`src/rtl/intr_agg_pkg.sv`:
```
// Package: shared constants for the interrupt pending aggregator.
// Assumes a 4-bit CPU mask where all ones blocks every interrupt.
package intr_agg_pkg;
    localparam int unsigned MASK_W = 4;
    localparam logic [MASK_W-1:0] MASK_BLOCK_ALL = 4'hF;
endpackage

```
`src/rtl/intr_src_slot.sv`:
```
// Module: one interrupt source. Holds its asserted flag, its saturating
// enable count and its registered pending state. Reports entry to and exit
// from the pending state as combinational strobes for the shared counter.
// Assumes increment and decrement arrive as single-cycle pulses.
module intr_src_slot #(
    parameter int unsigned CNT_W = 2,
    parameter logic [CNT_W-1:0] MAX_CNT = '0
) (
    input  logic             clk,
    input  logic             rst_n,
    input  logic             level,
    input  logic             up,
    input  logic             down,
    output logic             pend_q,
    output logic             enter,
    output logic             leave,
    output logic [CNT_W-1:0] cnt_q
);
    localparam logic [CNT_W-1:0] CNT_TOP = '1;

    logic             asserted_q;
    logic             asserted_d;
    logic [CNT_W-1:0] cnt_d;
    logic             pend_d;

    // Next asserted flag: only an edge of the level input changes it.
    always_comb begin
        asserted_d = asserted_q;
        if (level && !asserted_q)
            asserted_d = 1'b1;
        else if (!level && asserted_q)
            asserted_d = 1'b0;
    end

    // Next enable count: single steps with saturation, opposing pulses cancel.
    always_comb begin
        cnt_d = cnt_q;
        if (up && !down && cnt_q != CNT_TOP)
            cnt_d = cnt_q + 1'b1;
        else if (down && !up && cnt_q != '0)
            cnt_d = cnt_q - 1'b1;
    end

    // Pending recomputed from the post-update state, with transition strobes.
    always_comb begin
        pend_d = asserted_d && (cnt_d == MAX_CNT);
        enter  = pend_d && !pend_q;
        leave  = !pend_d && pend_q;
    end

    // State registers with synchronous reset.
    always_ff @(posedge clk) begin
        if (!rst_n) begin
            asserted_q <= 1'b0;
            cnt_q      <= '0;
            pend_q     <= 1'b0;
        end else begin
            asserted_q <= asserted_d;
            cnt_q      <= cnt_d;
            pend_q     <= pend_d;
        end
    end
endmodule

```
`src/rtl/intr_pend_counter.sv`:
```
// Module: running count of pending sources and the CPU request line.
// Adds the number of entering sources and subtracts the number leaving
// every cycle. Assumes a source never enters and leaves in the same cycle.
module intr_pend_counter #(
    parameter int unsigned N_SRC  = 8,
    parameter int unsigned PCNT_W = 4
) (
    input  logic              clk,
    input  logic              rst_n,
    input  logic [N_SRC-1:0]  enter,
    input  logic [N_SRC-1:0]  leave,
    output logic [PCNT_W-1:0] pcount,
    output logic              irq
);
    logic [PCNT_W-1:0] n_enter;
    logic [PCNT_W-1:0] n_leave;
    logic [PCNT_W-1:0] pcount_d;

    // Population counts of the transition strobes.
    always_comb begin
        n_enter = '0;
        n_leave = '0;
        for (int i = 0; i < int'(N_SRC); i++) begin
            n_enter = n_enter + PCNT_W'(enter[i]);
            n_leave = n_leave + PCNT_W'(leave[i]);
        end
        pcount_d = pcount + n_enter - n_leave;
    end

    // Counter and request line, both taken from the next count.
    always_ff @(posedge clk) begin
        if (!rst_n) begin
            pcount <= '0;
            irq    <= 1'b0;
        end else begin
            pcount <= pcount_d;
            irq    <= (pcount_d != '0);
        end
    end
endmodule

```
`src/rtl/intr_vec_select.sv`:
```
// Module: picks the lowest-index pending source and forms its vector code.
// Purely combinational. Assumes the vector code is base plus index times step.
module intr_vec_select
    import intr_agg_pkg::*;
#(
    parameter int unsigned N_SRC    = 8,
    parameter int unsigned VEC_W    = 12,
    parameter logic [VEC_W-1:0] VEC_BASE = '0,
    parameter logic [VEC_W-1:0] VEC_STEP = '0
) (
    input  logic [N_SRC-1:0]  pend,
    input  logic [MASK_W-1:0] cpu_mask,
    output logic              vec_valid,
    output logic [VEC_W-1:0]  vec_code
);
    logic [VEC_W-1:0] pick;
    logic             any;

    // Scan from the top down so the lowest pending index is kept last.
    always_comb begin
        pick = '0;
        any  = 1'b0;
        for (int i = int'(N_SRC) - 1; i >= 0; i--) begin
            if (pend[i]) begin
                pick = VEC_BASE + VEC_W'(i) * VEC_STEP;
                any  = 1'b1;
            end
        end
    end

    // Qualify by the mask and by presence of any pending source.
    always_comb begin
        vec_valid = any && (cpu_mask != MASK_BLOCK_ALL);
        vec_code  = vec_valid ? pick : '0;
    end
endmodule

```
`src/rtl/intr_pend_agg.sv`:
```
// Module: top of the multi-enable interrupt pending aggregator.
// One slot per source, a shared pending counter driving the CPU line,
// and a lowest-index vector selector. Enable maxima are packed CNT_W-bit
// fields, source i at [i*CNT_W +: CNT_W].
module intr_pend_agg
    import intr_agg_pkg::*;
#(
    parameter int unsigned N_SRC = 8,
    parameter int unsigned CNT_W = 2,
    parameter int unsigned VEC_W = 12,
    parameter logic [N_SRC*CNT_W-1:0] ENA_MAX =
        {2'd1, 2'd2, 2'd1, 2'd1, 2'd0, 2'd3, 2'd2, 2'd1},
    parameter logic [VEC_W-1:0] VEC_BASE = 12'h400,
    parameter logic [VEC_W-1:0] VEC_STEP = 12'h020
) (
    input  logic              clk,
    input  logic              rst_n,
    input  logic [N_SRC-1:0]  src_level,
    input  logic [N_SRC-1:0]  en_up,
    input  logic [N_SRC-1:0]  en_down,
    input  logic [MASK_W-1:0] cpu_mask,
    output logic              cpu_irq,
    output logic              vec_valid,
    output logic [VEC_W-1:0]  vec_code
);
    localparam int unsigned PCNT_W = $clog2(N_SRC + 1);

    logic [N_SRC-1:0]       pend_vec;
    logic [N_SRC-1:0]       enter_vec;
    logic [N_SRC-1:0]       leave_vec;
    logic [N_SRC*CNT_W-1:0] en_cnt_all;
    logic [PCNT_W-1:0]      pend_cnt;

    // One slot per source, each with its own elaborated maximum.
    for (genvar g = 0; g < N_SRC; g++) begin : g_slot
        intr_src_slot #(
            .CNT_W  (CNT_W),
            .MAX_CNT(ENA_MAX[g*CNT_W +: CNT_W])
        ) i_slot (
            .clk   (clk),
            .rst_n (rst_n),
            .level (src_level[g]),
            .up    (en_up[g]),
            .down  (en_down[g]),
            .pend_q(pend_vec[g]),
            .enter (enter_vec[g]),
            .leave (leave_vec[g]),
            .cnt_q (en_cnt_all[g*CNT_W +: CNT_W])
        );
    end

    intr_pend_counter #(
        .N_SRC (N_SRC),
        .PCNT_W(PCNT_W)
    ) i_pcnt (
        .clk   (clk),
        .rst_n (rst_n),
        .enter (enter_vec),
        .leave (leave_vec),
        .pcount(pend_cnt),
        .irq   (cpu_irq)
    );

    intr_vec_select #(
        .N_SRC   (N_SRC),
        .VEC_W   (VEC_W),
        .VEC_BASE(VEC_BASE),
        .VEC_STEP(VEC_STEP)
    ) i_vsel (
        .pend     (pend_vec),
        .cpu_mask (cpu_mask),
        .vec_valid(vec_valid),
        .vec_code (vec_code)
    );
endmodule

```
`config.mk`:
```
export PLATFORM = sky130hd
export DESIGN_NAME = intr_pend_agg
export DESIGN_NICKNAME = d
export VERILOG_FILES = /design/src/rtl/intr_agg_pkg.sv /design/src/rtl/intr_src_slot.sv /design/src/rtl/intr_pend_counter.sv /design/src/rtl/intr_vec_select.sv /design/src/rtl/intr_pend_agg.sv
export SDC_FILE = /design/constraint.sdc
export NUM_CORES = 1
export LEC_CHECK = 0
export BUFFER_PORTS_ARGS = -buffer_cell sky130_fd_sc_hd__buf_2
export CORE_MARGIN = 2
export CORE_UTILIZATION = 40
export CTS_BUF_LIST = sky130_fd_sc_hd__clkbuf_2 sky130_fd_sc_hd__clkbuf_4 sky130_fd_sc_hd__clkbuf_8
export DETAILED_ROUTE_END_ITERATION = 16
export SYNTH_ARGS = -nofsm -noshare
export SYNTH_HDL_FRONTEND = slang
export SYNTH_SLANG_ARGS = --single-unit
```
`constraint.sdc`:
```
create_clock -name clk -period 12.5 [get_ports clk]
set_clock_uncertainty 0.2 [all_clocks]
set_input_delay 0.625 -clock clk [delete_from_list [all_inputs] [get_ports clk]]
set_output_delay 0.625 -clock clk [all_outputs]
set_load 0.01 [all_outputs]
```
==> impl_metrics.env, run 1 <==
export IMPL_hold_path_endpoint="i_pcnt.pcount[0]$_SDFF_PN0_"
export IMPL_vias=1965
export IMPL_detailed_place_hpwl_um=3620
export IMPL_fin_crit_ns=5.80
export IMPL_report_final_slew_viol_count=0
export IMPL_route_antenna_remaining_nets=0
export IMPL_synthesis_area_mm2=0.00242
export IMPL_ir_worst_vdd_uv=79.9
export IMPL_report_final_hold_viol_count=0
export IMPL_cts_setup_buffers=0
export IMPL_worst_path_largest_cell_delay_ns=0.53
export IMPL_die_width_um=81.7
export IMPL_port_buffers=35
export IMPL_power_density_mw_per_mm2=151
export IMPL_rows=28
export IMPL_netlist_top_cell_by_area="sky130_fd_sc_hd__dfxtp_1"
export IMPL_setup_tns_final_ns=0
export IMPL_cts_root_buf="sky130_fd_sc_hd__clkbuf_8"
export IMPL_timing_critical_path_arrival_ns=5.78
export IMPL_crit_chain="inv_1 > ha_1 > or4b_1 > o2111a_1 > a311oi_2 > nor2b_1 > ha_1 > fa_1 > fa_1 > fa_1 > inv_1 > fa_1 > fa_1 > ha_1 > inv_1 > fa_1 > xnor2_1 > xnor2_1 > o21a_1"
export IMPL_synth_warnings=0
export IMPL_cellLeakagePower_nw=1.22
export IMPL_post_synth_top_area_fraction=0.240
export IMPL_critPathSlowestCell="sky130_fd_sc_hd__fa_1"
export IMPL_slew_headroom=0.597
export IMPL_numCtsBuffers=5
export IMPL_cts_tree="yes"
export IMPL_route_detailed_vias_per_inst=4.96
export IMPL_placeableCoreArea_mm2=0.00589
export IMPL_top_post_synthesis_cells_by_area="sky130_fd_sc_hd__dfxtp_1 24%, sky130_fd_sc_hd__ha_1 12%, sky130_fd_sc_hd__fa_1 9.9%"
export IMPL_cts_max_level=2
export IMPL_routed_wirelength_um=4380
export IMPL_sink_count_of_the_clock_tree=29
export IMPL_layout_drive_gt1_share=0.143
export IMPL_hp_class="flip-flop to flip-flop"
export IMPL_cpLargestDelayFamily="adder cells"
export IMPL_n_antenna_cell=0
export IMPL_synth_distinct_cells=42
export IMPL_synth_yosys_seq_area_share=0.240
export IMPL_worst_path_max_fanout=6
export IMPL_stdcell_area_mm2=0.00273
export IMPL_max_cap_violations=0
export IMPL_area_delta_synth_final_pct=12.8
export IMPL_cp_buffers_inverters=3
export IMPL_nNetsFinal=386
export IMPL_first_global_vias=1719
export IMPL_globalplace_congestion=0.770
export IMPL_commonest_non_fill_non_tap_cell_in_the_layout="sky130_fd_sc_hd__inv_1"
export IMPL_wl_per_cell_um=11.1
export IMPL_post_synth_edffs=0
export IMPL_unrepaired_setup_endpoints_after_global_routing="false"
export IMPL_worstReg2RegStart="g_slot[0].i_slot.cnt_q[0]$_SDFF_PN0_"
export IMPL_max_clock_freq_mhz=172
export IMPL_post_route_drc_violation_count=0
export IMPL_outcome="complete, no violations"
export IMPL_hold_start="i_pcnt.pcount[0]$_SDFF_PN0_"
export IMPL_drt_pre_antenna_iters=4
export IMPL_worst_r2r_setup_slack_ns=6.70
export IMPL_kind_of_critical_path="flip-flop to flip-flop"
export IMPL_postPlaceCellArea_mm2=0.00264
export IMPL_grt_start_max_net_pins=18
export IMPL_r2r_end="i_pcnt.irq$_SDFF_PN0_"
export IMPL_postSynth_topFlopCell="sky130_fd_sc_hd__dfxtp_1"
export IMPL_ys_seq_elements=29
export IMPL_first_pass_grt_wire_length_um=7390
export IMPL_number_of_antenna_violations_at_the_first_check_in_global_routing=0
export IMPL_cts_reportedPaths_clkPinSlew_ns=0.06
export IMPL_post_cts_hold_buffer_count=0
export IMPL_fin_hold_ws_ns=0.400
export IMPL_deepest_clock_path_buffer_count=2
export IMPL_critical_path_endpoint_type="flip-flop"
export IMPL_finalSetupViolations=0
export IMPL_setup_worst_path_start="g_slot[0].i_slot.cnt_q[0]$_SDFF_PN0_"
export IMPL_dieHeight_um=81.7
export IMPL_final_period_utilization=0.464
export IMPL_layout_common_cells="38 x sky130_fd_sc_hd__inv_1, 35 x sky130_fd_sc_hd__buf_2, 29 x sky130_fd_sc_hd__dfxtp_1, 24 x sky130_fd_sc_hd__ha_1, 21 x sky130_fd_sc_hd__nor2_1"
export IMPL_asyncSetResetFlopFracSynth=0
export IMPL_worst_r2r_path_depth=19
export IMPL_global_route_overflow_total=0
export IMPL_drt_iter0_markers=41
export IMPL_setup_worst_path_start_class="flip-flop"
export IMPL_cp_common_cell="sky130_fd_sc_hd__fa_1"
export IMPL_initial_utilization=0.411
export IMPL_worst_slew_pin_slew_ns=0.604
export IMPL_boundaryPins=44
export IMPL_syn_mean_instance_area_um2=8.57
export IMPL_dieArea_mm2=0.00668
export IMPL_cts_repair_resize_count=0
export IMPL_min_delay_path_depth=2
export IMPL_track_usage=0.144
export IMPL_post_synth_inst_count=282
export IMPL_num_fill_cells=594
export IMPL_cp_depth=19
export IMPL_worstPathRequired_ns=12.48
export IMPL_clock_latency_ns=0.28
## worst reg2reg max path, delay by kind of cell, from the launching register on
kind	cells	cell delay, ns
xor gates and xnor gates	2	0.29
DFF	1	0.42
AOI/OAI and AO/OA	3	0.65
adders and majority gates	9	3.42
and+or+nand+nor	2	0.54
buffers and inverters	3	0.20
## routing by layer
| metal | part of all wire | global-route usage | vias up |
|---|---|---|---|
| met4 | 0.012 | 0.0400 | 0 |
| met1 | 0.49 | 0.194 | 887 |
| met3 | 0.051 | 0.0484 | 6 |
| met2 | 0.45 | 0.220 | 37 |
| li1 | - | - | 1035 |
| met5 | 0 | 0 | - |
## Yosys cell counts, drive strengths merged (2+ instances only)
cell    number
inv         38
dfxtp       29
ha          24
nor2        21
nor2b       17
nor3        16
fa          12
o21ai       12
and2        10
a21oi        8
buf          8
xnor2        8
nor3b        7
o21a         7
or4b         7
nand2        6
nand2b       6
nor4         5
nand3        4
clkbuf       3
mux2i        3
o2111a       3
o211ai       3
a211oi       2
a22o         2
a22oi        2
a311oi       2
and4         2
o311ai       2
or3          2
## registers in the layout (all words and copies together) (netlist names)
signal                cells
g_slot.i_slot.cnt_q      16
g_slot.i_slot.pend_q      8
i_pcnt.irq                1
i_pcnt.pcount             4
## how the worst max path moves through the flow
stage | endpoint | slack, ns
after global routing | i_pcnt.irq$_SDFF_PN0_ | 6.36
after CTS | i_pcnt.irq$_SDFF_PN0_ | 6.66
after global placement | i_pcnt.irq$_SDFF_PN0_ | 6.61
after floorplan | i_pcnt.irq$_SDFF_PN0_ | 6.87
after detailed placement | i_pcnt.irq$_SDFF_PN0_ | 6.58
final | i_pcnt.irq$_SDFF_PN0_ | 6.70
## where the power goes
part	leakage, nW	internal, mW	switching [mW]	total, mW
combinational	0.935	0.103	0.112	0.215
clock	0.0484	0.0406	0.0347	0.0753
sequential	0.239	0.109	0.0114	0.121
total	1.22	0.253	0.158	0.411
## per-stage QoR
step | power (mW) | utilization | std cells | setup WS (ns)
CTS | 0.416 | 0.463 | 396 | 6.66
finish | 0.411 | 0.463 | 396 | 6.70
global placement | 0.335 | 0.449 | 388 | 6.61
detailed placement | 0.339 | 0.449 | 388 | 6.58
floorplan | 0.294 | - | 289 | 6.87
global route | 0.460 | 0.463 | 396 | 6.36
## kinds of logic after synthesis
logic type      count (synthesis)  synth area share
compound gates                 50             0.150
buf+inv                        49            0.0885
other cells                     1           0.00155
flops                          29             0.240
fa+ha+maj                      36             0.224
mux                             4            0.0171
xor+xnor                        8            0.0290
simple gates                  105             0.250
## cell type report
class                   count  area (um^2)  share of cell area
flip-flops and latches     29          581               0.213
well taps                  75         93.8              0.0344
inverters                  38          143              0.0523
repair buffers             35          175              0.0642
multi-input cells         211         1650               0.605
clock buffers               6         76.3              0.0280
clock inverters             2         10.0             0.00367
Note: power is estimated with default switching activity, not from simulation.
==> inputs of run 2 (changes only) <==
==> constraint.sdc (replaced) <==
create_clock -name clk -period 5.6 [get_ports clk]
set_clock_uncertainty 0.2 [all_clocks]
set_input_delay 0.28 -clock clk [delete_from_list [all_inputs] [get_ports clk]]
set_output_delay 0.28 -clock clk [all_outputs]
set_load 0.01 [all_outputs]
==> run 2 against run 1 <==
Compared with the run above: combinational power increased to 2.5 times the previous value; register-to-register slack got worse by 6.6 ns; clock power increased by 140%; critical path type unchanged; largest cell class unchanged.
==> impl_metrics.env, run 2 (same netlist as run 1, synthesis figures left out) <==
export IMPL_layout_common_cells="35 x sky130_fd_sc_hd__buf_2, 33 x sky130_fd_sc_hd__inv_1, 25 x sky130_fd_sc_hd__dfxtp_1, 21 x sky130_fd_sc_hd__nor2_1, 20 x sky130_fd_sc_hd__ha_1"
export IMPL_worst_slew_pin_slew_ns=0.583
export IMPL_fin_total_pwr_mw=0.987
export IMPL_wl_per_cell_um=11.4
export IMPL_max_cap_violations=0
export IMPL_sink_count_of_the_clock_tree=29
export IMPL_post_route_drc_violation_count=0
export IMPL_preCtsSetupSlack_ns=-0.143
export IMPL_routed_wirelength_um=4660
export IMPL_layoutNonFillerInstCount=409
export IMPL_die_width_um=81.7
export IMPL_cts_tree="yes"
export IMPL_critical_path_endpoint_type="flip-flop"
export IMPL_dieHeight_um=81.7
export IMPL_hp_class="primary input to flip-flop"
export IMPL_number_of_antenna_violations_at_the_first_check_in_global_routing=0
export IMPL_drt_pre_antenna_iters=4
export IMPL_n_antenna_cell=0
export IMPL_route_detailed_vias_per_inst=4.94
export IMPL_first_pass_grt_wire_length_um=7800
export IMPL_slew_headroom=0.611
export IMPL_ir_worst_vdd_uv=192
export IMPL_detailed_place_hpwl_um=3770
export IMPL_deepest_clock_path_buffer_count=2
export IMPL_timing_critical_path_arrival_ns=5.47
export IMPL_placeableCoreArea_mm2=0.00589
export IMPL_report_final_hold_viol_count=0
export IMPL_layout_top_registers="g_slot.i_slot.cnt_q (16), g_slot.i_slot.pend_q (8), i_pcnt.pcount (4)"
export IMPL_nNetsFinal=399
export IMPL_fin_crit_ns=5.49
export IMPL_drt_iter0_markers=78
export IMPL_outcome="complete, no violations"
export IMPL_power_density_mw_per_mm2=340
export IMPL_cts_max_level=2
export IMPL_initial_utilization=0.411
export IMPL_area_delta_synth_final_pct=19.9
export IMPL_cts_reportedPaths_clkPinSlew_ns=0.06
export IMPL_rows=28
export IMPL_first_global_vias=1848
export IMPL_largest_register_ffs=16
export IMPL_finalSetupViolations=0
export IMPL_globalplace_congestion=0.828
export IMPL_port_buffers=35
export IMPL_kind_of_critical_path="flip-flop to flip-flop"
export IMPL_number_of_placed_instances_with_taps_included=400
export IMPL_clock_latency_ns=0.28
export IMPL_worstPathRequired_ns=5.57
export IMPL_global_route_overflow_total=0
export IMPL_boundaryPins=44
export IMPL_dieArea_mm2=0.00668
export IMPL_track_usage=0.150
export IMPL_numCtsBuffers=5
export IMPL_cellLeakagePower_nw=1.29
export IMPL_final_period_utilization=0.981
export IMPL_commonest_non_fill_non_tap_cell_in_the_layout="sky130_fd_sc_hd__buf_2"
export IMPL_setup_tns_final_ns=0
export IMPL_grt_start_max_net_pins=18
export IMPL_route_antenna_remaining_nets=0
export IMPL_setup_worst_path_start_class="flip-flop"
export IMPL_layout_setup_ws_ns=0.107
export IMPL_largest_register="g_slot.i_slot.cnt_q"
export IMPL_worst_path_max_fanout=3
export IMPL_max_clock_freq_mhz=182
export IMPL_report_final_slew_viol_count=0
export IMPL_unrepaired_setup_endpoints_after_global_routing="true"
export IMPL_vias=2019
export IMPL_layout_drive_gt1_share=0.237
export IMPL_cts_root_buf="sky130_fd_sc_hd__clkbuf_8"
-- run 2: cell count changes in the layout (fill, tap and decap cells not counted), sizes merged --
cell    delta
buf       +13
clkinv     -2
clkbuf     +2
-- run 2: report_power, final --
part / leakage [nW] / switching, mW / internal [mW] / total (mW)
clock: 0.0498 / 0.0756 / 0.103 / 0.178
combinational: 1.00 / 0.270 / 0.270 / 0.540
sequential: 0.240 / 0.0240 / 0.245 / 0.269
-- run 2: cell type report --
class / count / area [um^2]
clock buffer: 8 / 91.3
fill: 586 / 2990
inverter: 38 / 143
multi-input combinational: 211 / 1710
sequential: 29 / 586
tap: 75 / 93.8
timing repair buffer: 48 / 273
-- run 2: worst paths after layout --
path	startpoint	end	slack (ns)	cells after the start
worst max-delay path	g_slot[0].i_slot.cnt_q[1]$_SDFF_PN0_	i_pcnt.irq$_SDFF_PN0_	0.11	19
worst min-delay path	src_level[7]	g_slot[7].i_slot.pend_q$_SDFF_PN0_	0.10	3
worst max register to register	g_slot[0].i_slot.cnt_q[1]$_SDFF_PN0_	i_pcnt.irq$_SDFF_PN0_	0.11	19
worst min register to register	i_pcnt.pcount[0]$_SDFF_PN0_	i_pcnt.pcount[0]$_SDFF_PN0_	0.38	2
-- run 2: routing by layer --
metal / global-route usage / share of wire
met1: 0.193 / 0.49
met4: 0.0467 / 0.014
met3: 0.0341 / 0.047
met5: 0 / 0
met2: 0.247 / 0.45
-- run 2: worst max-delay path: stages (launching register included) --
cell	delay, ns
sky130_fd_sc_hd__dfxtp_2	0.34
sky130_fd_sc_hd__inv_1	0.06
sky130_fd_sc_hd__ha_4	0.15
sky130_fd_sc_hd__or4b_4	0.47
sky130_fd_sc_hd__o2111a_1	0.18
sky130_fd_sc_hd__a311oi_2	0.28
sky130_fd_sc_hd__nor2b_1	0.09
sky130_fd_sc_hd__ha_1	0.30
sky130_fd_sc_hd__fa_2	0.54
sky130_fd_sc_hd__fa_1	0.43
sky130_fd_sc_hd__fa_2	0.35
sky130_fd_sc_hd__inv_2	0.06
sky130_fd_sc_hd__fa_1	0.39
sky130_fd_sc_hd__fa_1	0.50
sky130_fd_sc_hd__ha_2	0.17
sky130_fd_sc_hd__inv_2	0.04
sky130_fd_sc_hd__fa_2	0.35
sky130_fd_sc_hd__xnor2_2	0.15
sky130_fd_sc_hd__xnor2_1	0.13
sky130_fd_sc_hd__o21a_1	0.18
-- run 2: repair_timing --
item | CTS | global route
buffers inserted | 0 | 1
hold buffers | 0 | 0
gates resized for setup | 3 | 20
pin swaps | 10 | 8
setup endpoints to repair | 2 | 3
-- run 2: stage by stage --
step / area, um^2 / hold WS, ns / util
6_report: 2900 / 0.101 / 0.493
2_1_floorplan: 2440 / 0.207 / -
5_1_grt: 2900 / 0.106 / 0.493
4_1_cts: 2830 / 0.0886 / 0.481
3_3_place_gp: 2730 / 0.367 / 0.464
3_5_place_dp: 2730 / 0.373 / 0.464
==> inputs of run 3 (changes only) <==
--- a/config.mk
+++ b/config.mk
@@ -7,7 +7,7 @@
 export LEC_CHECK = 0
 export BUFFER_PORTS_ARGS = -buffer_cell sky130_fd_sc_hd__buf_2
 export CORE_MARGIN = 2
-export CORE_UTILIZATION = 40
+export CORE_UTILIZATION = 35
 export CTS_BUF_LIST = sky130_fd_sc_hd__clkbuf_2 sky130_fd_sc_hd__clkbuf_4 sky130_fd_sc_hd__clkbuf_8
 export DETAILED_ROUTE_END_ITERATION = 16
 export SYNTH_ARGS = -nofsm -noshare
==> run 3 against run 2 <==
Compared with the run above: critical path depth stayed put; maximum frequency down 1.5%; clock power rose by 28%; power increased by 6.1%; critical endpoint unchanged; largest cell class unchanged.
==> impl_metrics.env, run 3 (same netlist as run 1, synthesis figures left out) <==
export IMPL_placeableCoreArea_mm2=0.00676
export IMPL_preCtsSetupSlack_ns=-0.128
export IMPL_drt_pre_antenna_iters=4
export IMPL_finalSetupViolations=0
export IMPL_layout_core_utilization=0.430
export IMPL_number_of_placed_instances_with_taps_included=404
export IMPL_worst_path_largest_cell_delay_ns=0.55
export IMPL_commonest_non_fill_non_tap_cell_in_the_layout="sky130_fd_sc_hd__buf_2"
export IMPL_p_int_mw=0.667
export IMPL_max_clock_freq_mhz=179
export IMPL_layout_setup_ws_ns=0.0249
export IMPL_hold_path_endpoint="g_slot[7].i_slot.pend_q$_SDFF_PN0_"
export IMPL_cp_buffers_inverters=3
export IMPL_postPlaceCellArea_mm2=0.00273
export IMPL_grt_start_max_net_pins=18
export IMPL_layoutNonFillerInstCount=414
export IMPL_combinationalPowerShare=0.527
export IMPL_number_of_antenna_violations_at_the_first_check_in_global_routing=0
export IMPL_min_delay_path_depth=3
export IMPL_cts_max_level=2
export IMPL_outcome="complete, no violations"
export IMPL_report_final_hold_viol_count=0
export IMPL_worst_r2r_path_depth=19
export IMPL_worst_path_max_fanout=4
export IMPL_initial_utilization=0.358
export IMPL_largest_register_ffs=16
export IMPL_worst_slew_pin_slew_ns=0.587
export IMPL_routed_wirelength_um=4670
export IMPL_r2r_end="i_pcnt.irq$_SDFF_PN0_"
export IMPL_nNetsFinal=399
export IMPL_route_detailed_vias_per_inst=4.86
export IMPL_cellLeakagePower_nw=1.30
export IMPL_track_usage=0.131
export IMPL_global_route_overflow_total=0
export IMPL_cts_root_buf="sky130_fd_sc_hd__clkbuf_8"
export IMPL_crit_chain="inv_2 > ha_4 > or4b_1 > o2111a_1 > a311oi_2 > nor2b_1 > ha_1 > fa_2 > fa_2 > fa_2 > inv_2 > fa_1 > fa_1 > ha_2 > inv_2 > fa_2 > xnor2_2 > xnor2_1 > o21a_1"
export IMPL_dieArea_mm2=0.00759
export IMPL_dieHeight_um=87.1
export IMPL_worst_r2r_setup_slack_ns=0.02
export IMPL_setup_worst_path_start_class="flip-flop"
export IMPL_hold_start="src_level[7]"
export IMPL_netSwitchingFraction=0.363
export IMPL_wl_per_cell_um=11.3
export IMPL_setup_tns_final_ns=0
export IMPL_first_global_vias=1894
export IMPL_sequentialPowerShare=0.256
export IMPL_globalplace_congestion=0.763
export IMPL_deepest_clock_path_buffer_count=2
export IMPL_rows=30
export IMPL_unrepaired_setup_endpoints_after_global_routing="true"
export IMPL_sink_count_of_the_clock_tree=29
export IMPL_boundaryPins=44
export IMPL_post_route_drc_violation_count=0
export IMPL_hp_class="primary input to flip-flop"
export IMPL_layout_common_cells="35 x sky130_fd_sc_hd__buf_2, 33 x sky130_fd_sc_hd__inv_1, 26 x sky130_fd_sc_hd__dfxtp_1, 21 x sky130_fd_sc_hd__nor2_1, 21 x sky130_fd_sc_hd__ha_1"
export IMPL_fin_hold_ws_ns=0.0874
export IMPL_route_antenna_remaining_nets=0
export IMPL_cp_common_cell="sky130_fd_sc_hd__fa_2"
export IMPL_worstReg2RegStart="g_slot[0].i_slot.cnt_q[1]$_SDFF_PN0_"
export IMPL_switching_power_mw=0.380
export IMPL_port_buffers=35
export IMPL_critical_path_endpoint_type="flip-flop"
export IMPL_clock_latency_ns=0.27
export IMPL_first_pass_grt_wire_length_um=8000
export IMPL_drt_iter0_markers=42
export IMPL_n_antenna_cell=0
export IMPL_slew_headroom=0.608
export IMPL_numCtsBuffers=5
export IMPL_report_final_slew_viol_count=0
export IMPL_final_period_utilization=0.996
export IMPL_fin_crit_ns=5.58
export IMPL_detailed_place_hpwl_um=3790
export IMPL_fin_total_pwr_mw=1.05
export IMPL_area_delta_synth_final_pct=20.2
export IMPL_layout_top_registers="g_slot.i_slot.cnt_q (16), g_slot.i_slot.pend_q (8), i_pcnt.pcount (4)"
export IMPL_layout_drive_gt1_share=0.228
export IMPL_critPathSlowestCell="sky130_fd_sc_hd__fa_2"
export IMPL_post_cts_hold_buffer_count=0
export IMPL_cp_depth=19
export IMPL_power_density_mw_per_mm2=360
export IMPL_ir_worst_vdd_uv=192
export IMPL_die_width_um=87.1
export IMPL_share_clk_of_total_power=0.217
export IMPL_kind_of_critical_path="flip-flop to flip-flop"
export IMPL_cpLargestDelayFamily="adder cells"
export IMPL_largest_register="g_slot.i_slot.cnt_q"
export IMPL_cts_tree="yes"
export IMPL_worstPathRequired_ns=5.57
export IMPL_max_cap_violations=0
export IMPL_cts_reportedPaths_clkPinSlew_ns=0.06
export IMPL_timing_critical_path_arrival_ns=5.54
export IMPL_stdcell_area_mm2=0.00291
export IMPL_vias=2013
run 3: how the worst max path moves through the flow:
stage / startpoint / end / slack (ns)
after floorplan: g_slot[0].i_slot.cnt_q[0]$_SDFF_PN0_ / i_pcnt.irq$_SDFF_PN0_ / 0.02
after global placement: g_slot[0].i_slot.cnt_q[0]$_SDFF_PN0_ / i_pcnt.irq$_SDFF_PN0_ / -0.04
after detailed placement: g_slot[0].i_slot.cnt_q[1]$_SDFF_PN0_ / i_pcnt.irq$_SDFF_PN0_ / -0.13
after CTS: g_slot[0].i_slot.cnt_q[0]$_SDFF_PN0_ / i_pcnt.irq$_SDFF_PN0_ / 0.0002
after global routing: g_slot[0].i_slot.cnt_q[1]$_SDFF_PN0_ / i_pcnt.irq$_SDFF_PN0_ / -0.16
final: g_slot[0].i_slot.cnt_q[1]$_SDFF_PN0_ / i_pcnt.irq$_SDFF_PN0_ / 0.02
run 3: cell type report:
| class | instances | area, um^2 |
|---|---|---|
| Clock buffer | 7 | 90.1 |
| Tap cell | 80 | 100 |
| Timing Repair Buffer | 48 | 273 |
| Multi-Input combinational cell | 211 | 1690 |
| Inverter | 38 | 143 |
| Fill cell | 654 | 3850 |
| Clock inverter | 1 | 30.0 |
| Sequential cell | 29 | 584 |
run 3: per-layer routing:
metal,vias to the layer above,global-route usage,share of wire
met2,24,0.241,0.52
met4,0,0.0336,0.0086
met3,5,0.0265,0.030
met5,-,0,0
met1,926,0.155,0.45
li1,1058,-,-
run 3: worst min-delay path, cell delays in order:
cell and delay [ns]:
sky130_fd_sc_hd__buf_2 0.09, sky130_fd_sc_hd__inv_1 0.08, sky130_fd_sc_hd__nor4_1 0.06
run 3: repair_timing:
| item | in CTS | in global routing |
|---|---|---|
| endpoints found under the hold margin | 0 | 0 |
| pin swaps | 12 | 16 |
| gates resized for setup | 8 | 10 |
| buffers inserted | 1 | 1 |
| setup endpoints to repair | 2 | 3 |
run 3: power by group through the flow:
| stage | Sequential, mW | Combinational [mW] | Clock, mW |
|---|---|---|---|
| final | 0.268 | 0.552 | 0.227 |
| after global routing | 0.273 | 0.632 | 0.246 |
| after CTS | 0.268 | 0.545 | 0.234 |
| after detailed placement | 0.271 | 0.507 | 0 |
| after global placement | 0.272 | 0.498 | 0 |
| after floorplan | 0.269 | 0.387 | 0 |
